### config.mk
export PLATFORM = sky130hd
export DESIGN_NAME = irq_accept_unit
export DESIGN_NICKNAME = d
export VERILOG_FILES = /design/src/rtl/irq_accept_pkg.sv /design/src/rtl/irq_pend_regs.sv /design/src/rtl/irq_line_arb.sv /design/src/rtl/irq_line_pick.sv /design/src/rtl/irq_accept_unit.sv
export SDC_FILE = /design/constraint.sdc
export NUM_CORES = 1
export LEC_CHECK = 0
export ABC_AREA = 1
export BUFFER_PORTS_ARGS = -buffer_cell sky130_fd_sc_hd__buf_2
export CAP_MARGIN = 20
export CORE_UTILIZATION = 25
export DETAILED_ROUTE_END_ITERATION = 6
export SYNTH_ARGS = -nofsm -noshare
export SYNTH_HDL_FRONTEND = slang
export SYNTH_HIERARCHICAL = 1
export SYNTH_SLANG_ARGS = --single-unit
### constraint.sdc
create_clock -name clk -period 7.81 [get_ports clk]
set_clock_uncertainty 0.1 [all_clocks]
set_input_delay 0.781 -clock clk [delete_from_list [all_inputs] [get_ports clk]]
set_output_delay 0.781 -clock clk [all_outputs]
set_load 0.005 [all_outputs]
### src/rtl/irq_accept_pkg.sv
package irq_accept_pkg;
    localparam int ADDR_W  = 32;
    localparam int CAUSE_W = 8;
    localparam int IDX_W   = 8;

    typedef logic [ADDR_W-1:0]  addr_t;
    typedef logic [CAUSE_W-1:0] cause_t;
    typedef logic [IDX_W-1:0]   idx_t;

    typedef enum logic [1:0] {
        MODE_OFF  = 2'd0,
        MODE_WAIT = 2'd1,
        MODE_RUN  = 2'd2,
        MODE_RUN2 = 2'd3
    } run_mode_e;

    // Registered record of one acceptance
    typedef struct packed {
        idx_t   tid;
        idx_t   line;
        cause_t cause;
        addr_t  elr;
        addr_t  pc;
        logic   leave_wait;
    } acc_rec_t;

    function automatic cause_t make_cause(cause_t base, idx_t line);
        return base | cause_t'(line);
    endfunction

    function automatic addr_t make_vector(addr_t base, idx_t evt_base, idx_t line);
        addr_t evt;
        evt = addr_t'(evt_base) + addr_t'(line);
        return base | (evt << 2);
    endfunction
endpackage

### src/rtl/irq_pend_regs.sv
module irq_pend_regs #(
    parameter int N_LINES = 32,
    localparam int LINE_W = $clog2(N_LINES)
) (
    input  logic               clk,
    input  logic               rst,
    input  logic [N_LINES-1:0] raise_i,
    input  logic [N_LINES-1:0] clear_i,
    input  logic               acc_i,
    input  logic [LINE_W-1:0]  acc_line_i,
    output logic [N_LINES-1:0] pend_o,
    output logic [N_LINES-1:0] adis_o
);
    logic [N_LINES-1:0] pend_q, adis_q, take_vec, pend_n;

    always_comb begin
        take_vec = '0;
        if (acc_i) take_vec[acc_line_i] = 1'b1;
        // raise beats clear; acceptance beats raise
        pend_n = ((pend_q | raise_i) & ~(clear_i & ~raise_i)) & ~take_vec;
    end

    always_ff @(posedge clk) begin
        if (rst) begin
            pend_q <= '0;
            adis_q <= '0;
        end else begin
            pend_q <= pend_n;
            adis_q <= adis_q | take_vec;
        end
    end

    assign pend_o = pend_q;
    assign adis_o = adis_q;

    AST_RAISE_LANDS: assert property (@(posedge clk) disable iff (rst) 1'b1 |=> (((pend_q | $past(take_vec)) & $past(raise_i)) == $past(raise_i)));
    AST_ADIS_STICKY: assert property (@(posedge clk) disable iff (rst) 1'b1 |=> ((adis_q & $past(adis_q)) == $past(adis_q)));
endmodule

### src/rtl/irq_line_arb.sv
module irq_line_arb #(
    parameter int N_THREADS = 4,
    parameter int PRIO_W    = 3,
    localparam int TID_W    = (N_THREADS > 1) ? $clog2(N_THREADS) : 1
) (
    input  logic                              elig_i,
    input  logic                              sched_en_i,
    input  logic [N_THREADS-1:0]              ie_i,
    input  logic [N_THREADS-1:0]              exc_i,
    input  logic [N_THREADS-1:0]              mask_i,
    input  logic [N_THREADS-1:0][PRIO_W-1:0]  prio_i,
    output logic                              win_o,
    output logic [TID_W-1:0]                  tid_o
);
    logic [N_THREADS-1:0] qual;
    logic [PRIO_W-1:0]    top_p;

    always_comb begin
        qual  = {N_THREADS{elig_i}} & ie_i & ~exc_i & ~mask_i;
        top_p = '0;
        for (int t = 0; t < N_THREADS; t++) begin
            if (qual[t] && (prio_i[t] > top_p)) top_p = prio_i[t];
        end
        win_o = 1'b0;
        tid_o = '0;
        for (int t = 0; t < N_THREADS; t++) begin
            if (!win_o && qual[t] && (!sched_en_i || (prio_i[t] == top_p))) begin
                win_o = 1'b1;
                tid_o = TID_W'(t);
            end
        end
    end
endmodule

### src/rtl/irq_line_pick.sv
module irq_line_pick #(
    parameter int N_LINES = 32,
    parameter int TID_W   = 2,
    localparam int LINE_W = $clog2(N_LINES)
) (
    input  logic [N_LINES-1:0]             hit_i,
    input  logic [N_LINES-1:0][TID_W-1:0]  tid_i,
    output logic                           valid_o,
    output logic [LINE_W-1:0]              line_o,
    output logic [TID_W-1:0]               tid_o
);
    always_comb begin
        valid_o = 1'b0;
        line_o  = '0;
        tid_o   = '0;
        for (int l = 0; l < N_LINES; l++) begin
            if (!valid_o && hit_i[l]) begin
                valid_o = 1'b1;
                line_o  = LINE_W'(l);
                tid_o   = tid_i[l];
            end
        end
    end
endmodule

### src/rtl/irq_accept_unit.sv
module irq_accept_unit
    import irq_accept_pkg::*;
#(
    parameter int     N_LINES    = 32,
    parameter int     N_THREADS  = 4,
    parameter int     PRIO_W     = 3,
    parameter cause_t CAUSE_BASE = 8'hC0,
    parameter idx_t   EVT_BASE   = 8'd16,
    localparam int    LINE_W     = $clog2(N_LINES),
    localparam int    TID_W      = (N_THREADS > 1) ? $clog2(N_THREADS) : 1
) (
    input  logic                                 clk,
    input  logic                                 rst,
    input  logic                                 gie_i,
    input  logic                                 sched_en_i,
    input  logic [N_LINES-1:0]                   raise_i,
    input  logic [N_LINES-1:0]                   clear_i,
    input  logic [ADDR_W-1:0]                    vec_base_i,
    input  logic [N_THREADS-1:0]                 thr_ie_i,
    input  logic [N_THREADS-1:0]                 thr_exc_i,
    input  logic [N_THREADS-1:0][N_LINES-1:0]    thr_mask_i,
    input  logic [N_THREADS-1:0][PRIO_W-1:0]     thr_prio_i,
    input  logic [N_THREADS-1:0][1:0]            thr_mode_i,
    input  logic [N_THREADS-1:0][ADDR_W-1:0]     thr_pc_i,
    input  logic [N_THREADS-1:0][ADDR_W-1:0]     thr_wpc_i,
    output logic [N_LINES-1:0]                   pend_o,
    output logic [N_LINES-1:0]                   adis_o,
    output logic [N_THREADS-1:0]                 wake_o,
    output logic                                 acc_valid_o,
    output logic [TID_W-1:0]                     acc_tid_o,
    output logic [LINE_W-1:0]                    acc_line_o,
    output logic [CAUSE_W-1:0]                   acc_cause_o,
    output logic [ADDR_W-1:0]                    acc_elr_o,
    output logic [ADDR_W-1:0]                    acc_pc_o,
    output logic                                 acc_leave_wait_o
);
    logic [N_LINES-1:0]            pend_q, adis_q, line_hit;
    logic [N_LINES-1:0][TID_W-1:0] line_tid;
    logic                          pick_v;
    logic [LINE_W-1:0]             pick_line;
    logic [TID_W-1:0]              pick_tid;
    acc_rec_t                      rec_n, rec_q;
    logic                          valid_q;

    irq_pend_regs #(.N_LINES(N_LINES)) u_regs (
        .clk(clk), .rst(rst), .raise_i(raise_i), .clear_i(clear_i),
        .acc_i(pick_v), .acc_line_i(pick_line),
        .pend_o(pend_q), .adis_o(adis_q)
    );

    // One arbiter per line picks the thread that would take it
    for (genvar l = 0; l < N_LINES; l++) begin : g_line
        logic [N_THREADS-1:0] mbit;
        always_comb begin
            for (int t = 0; t < N_THREADS; t++) mbit[t] = thr_mask_i[t][l];
        end
        irq_line_arb #(.N_THREADS(N_THREADS), .PRIO_W(PRIO_W)) u_arb (
            .elig_i(gie_i & pend_q[l] & ~adis_q[l]),
            .sched_en_i(sched_en_i),
            .ie_i(thr_ie_i), .exc_i(thr_exc_i), .mask_i(mbit),
            .prio_i(thr_prio_i),
            .win_o(line_hit[l]), .tid_o(line_tid[l])
        );
    end

    irq_line_pick #(.N_LINES(N_LINES), .TID_W(TID_W)) u_pick (
        .hit_i(line_hit), .tid_i(line_tid),
        .valid_o(pick_v), .line_o(pick_line), .tid_o(pick_tid)
    );

    always_comb begin
        rec_n.tid   = idx_t'(pick_tid);
        rec_n.line  = idx_t'(pick_line);
        rec_n.cause = make_cause(CAUSE_BASE, idx_t'(pick_line));
        rec_n.pc    = make_vector(vec_base_i, EVT_BASE, idx_t'(pick_line));
        rec_n.leave_wait = (thr_mode_i[pick_tid] == MODE_WAIT);
        rec_n.elr   = rec_n.leave_wait ? thr_wpc_i[pick_tid] : thr_pc_i[pick_tid];
    end

    always_ff @(posedge clk) begin
        if (rst) begin
            valid_q <= 1'b0;
            rec_q   <= '0;
        end else begin
            valid_q <= pick_v;
            if (pick_v) rec_q <= rec_n;
        end
    end

    always_comb begin
        for (int t = 0; t < N_THREADS; t++)
            wake_o[t] = (|pend_q) && (thr_mode_i[t] != MODE_OFF);
    end

    assign pend_o           = pend_q;
    assign adis_o           = adis_q;
    assign acc_valid_o      = valid_q;
    assign acc_tid_o        = rec_q.tid[TID_W-1:0];
    assign acc_line_o       = rec_q.line[LINE_W-1:0];
    assign acc_cause_o      = rec_q.cause;
    assign acc_elr_o        = rec_q.elr;
    assign acc_pc_o         = rec_q.pc;
    assign acc_leave_wait_o = rec_q.leave_wait;

    AST_TAKEN_NOT_PENDING: assert property (@(posedge clk) disable iff (rst) valid_q |-> !pend_q[acc_line_o]);
    AST_TAKEN_DISABLED: assert property (@(posedge clk) disable iff (rst) valid_q |-> adis_q[acc_line_o]);
    AST_NO_REACCEPT: assert property (@(posedge clk) disable iff (rst) valid_q |=> !(valid_q && (acc_line_o == $past(acc_line_o))));
    AST_RESET_IDLE: assert property (@(posedge clk) $past(rst) |-> (!valid_q && (pend_q == '0) && (adis_q == '0)));
endmodule

### Word-level counts from Yosys, hierarchy flattened

Index checks and enable logic that the tools add are counted.

| storage, ports and cells | value |
|---|---|
| word-level logic and storage cells | 1579 |
| input bits | 512 |
| output and inout port bits | 149 |
| register bits | 143 |

| operators by class | value |
|---|---|
| equality and inequality tests | 129 |
| reductions and logical operators | 649 |
| bitwise gates (word level) | 234 |
| muxes and demuxes | 457 |
| $lt $le $gt $ge | 100 |
| add/subtract/negate cells | 1 |

Operators by type and width:

| operator | count |
|---|---|
| $mux 3 | 132 |
| $logic_and 1x1->1 | 388 |
| $and 4x4->4 | 96 |
| $eq 3x3->1 | 128 |
| $gt 3x3->1 | 96 |
| $mux 2 | 99 |
| $mux 1 | 194 |
| $not 4->4 | 33 |
| $bmux 32 s2 | 2 |
| $logic_not 1->1 | 128 |
| $logic_or 1x1->1 | 128 |
| $mux 32 | 4 |
| $and 32x32->32 | 3 |
| $not 32->32 | 3 |
| $mux 5 | 16 |
| $and 1x1->1 | 64 |
| $or 32x32->32 | 2 |
| $mux 4 | 8 |
| $not 1->1 | 32 |
| $or 32x8->32 | 1 |
| $reduce_or 32->1 | 1 |
| $reduce_bool 2->1 | 4 |
| $add 5x5->6 const A | 1 |
| $lt 5x6->1 const B | 1 |
| 6 further kinds | 6 |

### Logic depth before layout (Yosys ltp)

Gate-level depths: netlist (run 1).

| depth | value |
|---|---|
| depth in word-level cells | 133 |
| mapped depth | 70 |
| depth with buffers taken out | 67 |

### Cells and area by module

Netlist (run 1), hierarchy kept.

By module, submodules not included:

| module | seq. area each (µm²) | area an instance (µm²) | instances | cells an instance |
|---|---|---|---|---|
| irq_line_arb at g_line[0].u_arb ... | 0.0 | 907.1 | 21 | 156 |
| irq_line_arb at g_line[28].u_arb ... | 0.0 | 867.1 | 9 | 156 |
| irq_accept_unit | 1481.4 | 6476.2 | 1 | 1243 |
| irq_pend_regs | 1281.2 | 2296.0 | 1 | 306 |
| irq_line_pick | 0.0 | 1272.5 | 1 | 244 |
| irq_line_arb at g_line[9].u_arb | 0.0 | 908.4 | 1 | 161 |
| irq_line_arb at g_line[7].u_arb | 0.0 | 873.3 | 1 | 157 |

### Least setup slack after synthesis (run 1)

Ideal clock, no wire load.

| path | value |
|---|---|
| kind | input -> register |
| start point | input gie_i |
| end point | register rec_q, in the netlist acc_elr_o[10] |
| arrival | 7.753 ns |
| setup slack | -0.152 ns |
| setup time | 0.109 ns |
| stages | 63 |
| buffers on the path | 4 |
| cells stage by stage | inv_1 > clkbuf_1 > nor3_1 > nand2_1 > inv_2 > nand3_4 > nor2_2 > inv_1 > ha_1 > nand2_1 > nor2_4 > nor2_8 > nand3_1 > and2_1 > ha_1 > a21oi_1 > o21ai_1 > nand2_2 > [27 not listed] > nand4_4 > nor2_4 > nand4_4 > nor2_4 > nand4_4 > nor2_4 > nand4_1 > nand4_1 > buf_6 > buf_4 > buf_4 > nand2_1 > nand3_1 > nand2_1 > nand2_1 > nand3_1 > nand2_1 > inv_1 |

| between the ends | value |
|---|---|
| elaborated cells between the ends (all ways) | 1446 |
| classes of those cells | order compare (96); eq/ne (129); mux (423); bitwise (160); reduce/logical (638) |

RTL lines:

| what | RTL line | source |
|---|---|---|
| start: declaration | irq_accept_unit.sv:14 | `input logic gie_i,` |
| $and 1x1->1 * (2 in a row) | irq_accept_unit.sv:58 | `.elig_i(gie_i & pend_q[l] & ~adis_q[l]),` |
| $and 4x4->4 * (3 in a row) | irq_line_arb.sv:19 | `qual = {N_THREADS{elig_i}} & ie_i & ~exc_i & ~mask_i;` |
| $logic_and 1x1->1 | irq_line_arb.sv:22 | `if (qual[t] && (prio_i[t] > top_p)) top_p = prio_i[t];` |
| $mux 3 | irq_line_arb.sv:22 |  |
| $gt 3x3->1 | irq_line_arb.sv:22 |  |
| $logic_and 1x1->1 | irq_line_arb.sv:22 |  |
| $mux 3 | irq_line_arb.sv:22 |  |
| $gt 3x3->1 | irq_line_arb.sv:22 |  |
| [21 not listed] | -- |  |
| named net line_hit[1] | irq_accept_unit.sv:37 | `logic [N_LINES-1:0] pend_q, adis_q, line_hit;` |
| [89 not listed] | -- |  |
| $logic_not 1->1 | irq_line_pick.sv:17 | `if (!valid_o && hit_i[l]) begin` |
| $logic_and 1x1->1 | irq_line_pick.sv:17 |  |
| $mux 2 * | irq_line_pick.sv:17 |  |
| named net pick_tid[0] | irq_accept_unit.sv:41 | `logic [TID_W-1:0] pick_tid;` |
| $bmux 2 s2 | irq_accept_unit.sv:76 | `rec_n.leave_wait = (thr_mode_i[pick_tid] == MODE_WAIT);` |
| $mux 2 (not written as such) | irq_accept_unit.sv:76 |  |
| $eq 2x1->1 | irq_accept_unit.sv:76 |  |
| $mux 32 * | irq_accept_unit.sv:77 | `rec_n.elr = rec_n.leave_wait ? thr_wpc_i[pick_tid] : thr_pc_i[pick_tid];` |
| end signal: assignment | irq_accept_unit.sv:86 | `if (pick_v) rec_q <= rec_n;` |
| end: declaration | irq_accept_unit.sv:42 | `acc_rec_t rec_n, rec_q;` |

Mark *: on every way through the listed nets, which the timed path passes. The rest lies on a longest branch. The select of a mux whose other input is x is not followed.
A chain may end at the register's enable or synchronous reset.

### Final worst setup path (run 1)

| path | value |
|---|---|
| start point | input gie_i |
| end point | register rec_q, in the netlist acc_elr_o[18] |

Same word-level chain as after synthesis.

==> impl_metrics.csv, run 1 <==
group,metric,value,unit
die,die_y,395.3,um
critical_path,critPathBufInv,13,
placed_design,hpwl,160300,um
synthesis,synth_compound_area_share,5.823,%
clocking,root_buffer,"clkbuf_16",
placed_design,routabilityCongestion,0.9764,
synthesis,yosys.area_share.simple,61.95,%
min_path,worstHoldEndpoint,"u_regs/pend_o[11]$_SDFF_PP0_",
status,violations,"setup timing",
sta,worst_slack,-0.4482,ns
power_and_ir_drop,seqPwrFrac,19.1,%
sta,final.period_utilization,105.7,%
finish,area.sequential,2765,um2
route,wl_per_cell,18.40,um
critical_path,path_max_fanout,7,
placed_design,dpl-instance-area,53470,um2
sta,setup_viol,96,
power_and_ir_drop,ir_drop,196.8,uV
grt,met3_usage,3.946,%
synthesis,synth_area_leaders,"nand2_1 (19%), nand3_1 (12%), inv_1 (11%)",
min_path,hold_depth,3,
route,first_pass_iters,5,
critical_path,crit_arrival,8.58,ns
power_and_ir_drop,p_sw,2397,uW
critical_path,setup.worst_path.end_class,"flip-flop",
grt,grt-ovfl-total,0,
die,die_w,395.3,um
status,status,"finished, violations left",
min_path,hp-class,"input port to flip-flop",
clocking,clk_pin_slew,0.09,ns
synthesis,synth.avg_cell_area,5.696,um2
finish,drive_above_1_share,39.79,%
critical_path,cp.required,8.14,ns
power_and_ir_drop,p_clk_share,18.9,%
power_and_ir_drop,p_per_area,83.81,nW/um2
grt,top_usage_layer,"met2",
route,num_vias,50827,
sta,final_hold_viol_count,0,
synthesis,ys_warn_count,6,
route,drtIter0Drc,3288,
synthesis,muxShareOfSynthArea,0,%
synthesis,syn_area,38680,um2
synthesis,syn_inst,6791,
synthesis,synth_seq_cells,138,
sta,fmax,121.1,MHz
grt,grt_max_degree,81,
power_and_ir_drop,p_int,2436,uW
sta,period_needed,8.258,ns
power_and_ir_drop,swShare,49.59,%
critical_path,path_class,"input port to flip-flop",
critical_path,startpoint_type,"input port",
grt,first_global_vias,48790,
critical_path,r2r_setup_slack,-0.36,ns
critical_path,cp.depth,65,
sta,maxSlewViolCount,0,
min_path,min-delay-start,"raise_i[11]",
clocking,cts_tree,"built",
die,die_area,156300,um2
critical_path,r2r_cells,63,
clocking,cts_buffer_depth,2,
die,ios,661,
placed_design,dp_slack,-1.270,ns
clocking,cts_sinks,138,
finish,fill_cells,16519,
sta,slew_headroom,37.21,%
synthesis,synth_top_family_by_area,"simple AND/OR/NAND/NOR gates",
job,drv_cap,0,
critical_path,crit_path_frequent_cell,"nand4_1",
clocking,ctsHoldBuffers,0,
power_and_ir_drop,p_comb_share,62.0,%
synthesis,synth_adder_area_share,9.316,%
clocking,htreeDepth,4,
power_and_ir_drop,p_leak,0.03312,uW
synthesis,seq_area_frac_synth,7.142,%
sta,tightest_slew,0.9408,ns
critical_path,r2r-start,"u_regs/pend_o[1]$_SDFF_PP0_",
finish,stdcell_count,10705,
placed_design,dp_cells,10560,
synthesis,syn_nets,7591,
die,start_util,25.31,%
finish,area_growth,49.08,%
grt,grt_util_all_layers,24.08,%
grt,use_met1,28.75,%
route,ant_nets,0,
sta,rsz0062_at_grt,"true",
critical_path,cp_slowest_stage_delay,0.41,ns
finish,multi_input_area,32700,um2
synthesis,yosysTopAreaCell,"nand2_1",
finish,layout.nets,9454,
synthesis,synth_top_area_share,18.81,%
critical_path,critPathSlowestCell,"ha_1",
synthesis,synth-xor-area-share,1.831,%
synthesis,ys_types,47,
route,drc,0,
grt,use_met2,41.91,%
clocking,worstSkewPairLatency,0.54,ns
grt,antenna_found_initial,29,
die,core_area,152800,um2
finish,layout.cell_area.non_filler,57660,um2
critical_path,crit_family,"simple AND/OR/NAND/NOR gates",
critical_path,rr_endpoint,"acc_elr_o[18]$_SDFFE_PP0P_",
route,post_drt_via_cell_ratio,4.748,
route,wl,196900,um
die,rows,143,
grt,grt_first_pass_wirelength,288000,um
placed_design,portBuffers,659,
clocking,cts_buffers,17,
Yosys cell counts, drive strengths merged:
master / n
nor2: 633
and2: 31
inv: 1227
xor2: 62
dfxtp: 138
o221a: 1
and3: 2
nand3: 1183
nor3: 62
nand2: 2378
ha: 288
a21oi: 303
nand3b: 37
o2111ai: 2
nor4: 6
conb: 1
o21ai: 108
nand4: 140
o41ai: 1
clkinv: 64
or2: 32
clkbuf: 22
buf: 69
nor3b: 1
how the worst max path moves through the flow:
stage | from | to | slack (ns)
CTS | gie_i | acc_elr_o[14]$_SDFFE_PP0P_ | -0.24
floorplan | gie_i | acc_elr_o[10]$_SDFFE_PP0P_ | 0.01
global route | gie_i | acc_elr_o[27]$_SDFFE_PP0P_ | -0.92
finish | gie_i | acc_elr_o[18]$_SDFFE_PP0P_ | -0.45
global placement | gie_i | u_regs/pend_o[3]$_SDFF_PP0_ | -1.21
detailed placement | gie_i | acc_elr_o[28]$_SDFFE_PP0P_ | -1.27
metrics by stage:
stage          utilization (%)  hold slack, ns  power (uW)  setup TNS, ns
2_1_floorplan                -          0.3600        2126              0
3_3_place_gp             34.99          0.3560        3528        -119.17
3_5_place_dp             34.99          0.3539        3551        -137.19
4_1_cts                  36.45          0.3045        4635         -8.787
5_1_grt                  37.73          0.3699        5116         -71.56
6_report                 37.74          0.3634        4833         -17.81
per-layer routing:
layer  wire length, um  share of wire (%)
met1             80300                 41
met2             94070                 48
met3             12500                6.3
met4              9945                5.1
met5               107              0.054
placed cells by master, fill, tap and decap left out, drive strengths merged, types with 2 or more instances in the layout:
master,count
clkinv,69
nand4,140
and3,2
o2111ai,2
dfxtp,138
nand3b,37
and2,31
a21oi,303
ha,288
nor4,6
o21ai,108
or2,32
nor3,62
clkinvlp,3
xor2,62
nor2,633
nand2,2381
inv,1235
buf,1925
nand3,1183
clkbuf,23
diode,8
worst min-delay path, stage by stage:
cell and delay (ns):
buf_2 0.08, a21oi_1 0.03, nor2_1 0.08
flip-flops by register name (all words and copies together), names as in the netlist:
name	flops
acc_pc_o	32
u_regs/pend_o	32
acc_leave_wait_o	1
u_regs/adis_o	32
acc_tid_o	2
acc_valid_o	1
acc_elr_o	32
acc_cause_o	6
power groups by stage:
stage	Clock, uW	Combinational, uW	Sequential, uW
floorplan	0	1220	909
global placement	0	2600	928
detailed placement	0	2620	928
CTS	947	2770	917
global route	953	3230	930
finish	914	3000	923
area by class of cell:
class,count,share of cell area (%)
Antenna cell,8,0.03472
Clock buffer,17,0.7378
Clock inverter,15,0.3038
Inverter,1291,8.623
Multi-Input combinational cell,5274,56.70
Sequential cell,138,4.795
Tap cell,2030,4.405
Timing Repair Buffer,1931,24.38
Timing Repair inverter,1,0.01953
timing repair:
item                       in CTS  in global routing
pin swaps                     120                 91
cloned                          4                 10
buffers inserted               52                 41
resized for setup             265                323
setup endpoints to repair     137                138
kinds of logic after synthesis:
| kind of cell | after synthesis |
|---|---|
| and+or+nand+nor | 4505 |
| buffers and inverters | 1382 |
| AOI/OAI and AO/OA | 415 |
| adders and majority gates | 288 |
| DFF | 138 |
| xor gates and xnor gates | 62 |
| other | 1 |
Power figures use the tool's default switching activity.
==> run 2: changes to the inputs <==
==> constraint.sdc (replaced) <==
create_clock -name clk -period 7.2 [get_ports clk]
set_clock_uncertainty 0.1 [all_clocks]
set_input_delay 0.72 -clock clk [delete_from_list [all_inputs] [get_ports clk]]
set_output_delay 0.72 -clock clk [all_outputs]
set_load 0.005 [all_outputs]
==> run 2 against run 1 <==
The flow still finishes with violations (setup timing). Core utilization rose by 1.7 points. Register-to-register slack worse by 0.66 ns. Design area up 4.4%. Sequential power grew 11%. Non-clock buffer count up 178. Count of clock-buffer cells in the layout unchanged. Critical path type unchanged. Largest cell class unchanged.
==> impl_metrics.csv, run 2 (same netlist as run 1, synthesis figures left out) <==
group,metric,value,unit
placed_design,portBuffers,659,
die,ios,661,
clocking,cts_buffer_depth,2,
clocking,htreeDepth,4,
placed_design,dp_slack,-1.721,ns
grt,antenna_found_initial,35,
critical_path,crit_arrival,8.56,ns
critical_path,crit_path_frequent_cell,"nand2_1",
finish,drive_above_1_share,41.98,%
route,num_vias,51820,
grt,grt_first_pass_wirelength,295500,um
power_and_ir_drop,p_leak,0.03429,uW
grt,grt_util_all_layers,24.93,%
clocking,root_buffer,"clkbuf_16",
sta,rsz0062_at_grt,"true",
critical_path,r2r_cells,64,
sta,final.period_utilization,114.4,%
die,die_y,395.3,um
critical_path,rr_endpoint,"acc_elr_o[23]$_SDFFE_PP0P_",
placed_design,routabilityCongestion,1.033,
sta,setup_viol,138,
critical_path,cp.required,7.52,ns
critical_path,r2r_setup_slack,-1.02,ns
route,wl_per_cell,19.30,um
sta,worst_slack,-1.039,ns
critical_path,crit_end,"acc_elr_o[23]$_SDFFE_PP0P_",
route,ant_nets,0,
route,drc,0,
power_and_ir_drop,p_total,5850,uW
finish,layout.nets,9629,
job,drv_cap,0,
critical_path,cp_slowest_stage_delay,0.30,ns
sta,period_needed,8.239,ns
critical_path,startpoint_type,"input port",
die,core_area,152800,um2
clocking,worstSkewPairLatency,0.54,ns
placed_design,dpl-instance-area,54900,um2
route,first_pass_iters,6,
finish,layout.cell_area.non_filler,60190,um2
clocking,cts_tree,"built",
finish,area_growth,55.60,%
die,die_w,395.3,um
die,start_util,25.31,%
sta,fmax,121.4,MHz
status,violations,"setup timing",
grt,grt-ovfl-total,0,
critical_path,r2r-start,"u_regs/adis_o[1]$_SDFF_PP0_",
status,status,"finished, violations left",
grt,first_global_vias,49293,
placed_design,hpwl,168400,um
sta,slew_headroom,20.03,%
sta,final_hold_viol_count,0,
critical_path,critPathSlowestCell,"ha_4",
clocking,cts_buffers,17,
clocking,cts_sinks,138,
min_path,hp-class,"input port to flip-flop",
min_path,hold_depth,3,
power_and_ir_drop,ir_drop,206.2,uV
sta,tightest_slew,1.199,ns
power_and_ir_drop,p_per_area,97.20,nW/um2
critical_path,crit_start,"gie_i",
sta,maxSlewViolCount,0,
critical_path,setup.worst_path.end_class,"flip-flop",
die,die_area,156300,um2
critical_path,path_max_fanout,8,
clocking,clk_pin_slew,0.08,ns
finish,layout_commonest_cell,"nand2_1",
die,rows,143,
clocking,ctsHoldBuffers,0,
finish,post-route-util,39.39,%
finish,final_cell_mix,"nand2_1 (1,818), buf_4 (1,286), inv_1 (1,073), nand3_1 (831), buf_2 (644)",
route,post_drt_via_cell_ratio,4.758,
critical_path,path_class,"input port to flip-flop",
route,wl,210200,um
grt,grt_max_degree,109,
route,drtIter0Drc,3240,
==> run 2: changes by cell type in the layout (fill, tap and decap cells not counted), sizes merged <==
cell,delta
nand2,-2
inv,-2
diode,+11
buf,+158
clkbuf,+18
clkinv,+1
bufbuf,+2
==> run 2: power breakdown <==
| part | leakage (uW) | internal [uW] | switching (uW) |
|---|---|---|---|
| clock network | 0.000285 | 466 | 529 |
| logic | 0.0329 | 1590 | 2250 |
| registers | 0.00114 | 892 | 123 |
| total | 0.0343 | 2950 | 2900 |
==> run 2: area by class of cell <==
cell class                 count  area, um2
antenna                       19      47.55
sequential                   138       2765
clock buffer                  17      425.4
multi-input combinational   5272      33220
fill                       16380      92610
inverter                    1291       5000
clock inverter                15      171.4
timing repair buffer        2109      16010
tap                         2030       2540
==> run 2: metrics by stage <==
step | hold slack (ns) | setup TNS [ns] | cells
floorplan | 0.3600 | -15.94 | 6791
global placement | 0.3701 | -171.52 | 10705
detailed placement | 0.3677 | -191.55 | 10706
CTS | 0.2809 | -75.59 | 10779
global route | 0.3209 | -146.86 | 10886
finish | 0.3286 | -89.52 | 10891
==> run 2: how the worst min path moves through the flow <==
| stage | start | slack, ns | endpoint |
|---|---|---|---|
| after floorplan | u_regs/adis_o[11]$_SDFF_PP0_ | 0.36 | u_regs/adis_o[11]$_SDFF_PP0_ |
| after global placement | acc_pc_o[0]$_SDFFE_PP0P_ | 0.37 | acc_pc_o[0]$_SDFFE_PP0P_ |
| after detailed placement | acc_pc_o[0]$_SDFFE_PP0P_ | 0.37 | acc_pc_o[0]$_SDFFE_PP0P_ |
| after CTS | vec_base_i[23] | 0.28 | acc_pc_o[23]$_SDFFE_PP0P_ |
| after global routing | vec_base_i[30] | 0.32 | acc_pc_o[30]$_SDFFE_PP0P_ |
| final | vec_base_i[9] | 0.33 | acc_pc_o[9]$_SDFFE_PP0P_ |
==> run 2: layer usage <==
layer  up-vias  routed length, um  global-route usage (%)
li1      25600                  -                       -
met4        12              11250                   10.77
met5         -                 68                       0
met2      1839             100600                   43.36
met3       403              13430                   3.600
met1     23966              84880                   30.30
==> run 2: timing repair <==
action | CTS | global route
gates resized for setup | 159 | 575
pin swaps | 45 | 225
cloned | 4 | 28
setup endpoints to repair | 138 | 138
setup buffers | 37 | 76
==> run 2: worst max-delay path, delay by kind of cell <==
family                     cells  cell delay [ns]
AOI/OAI and AO/OA              2             0.22
and+or+nand+nor               48             5.41
adders and majority gates      3             0.76
buffers and inverters         13             1.39
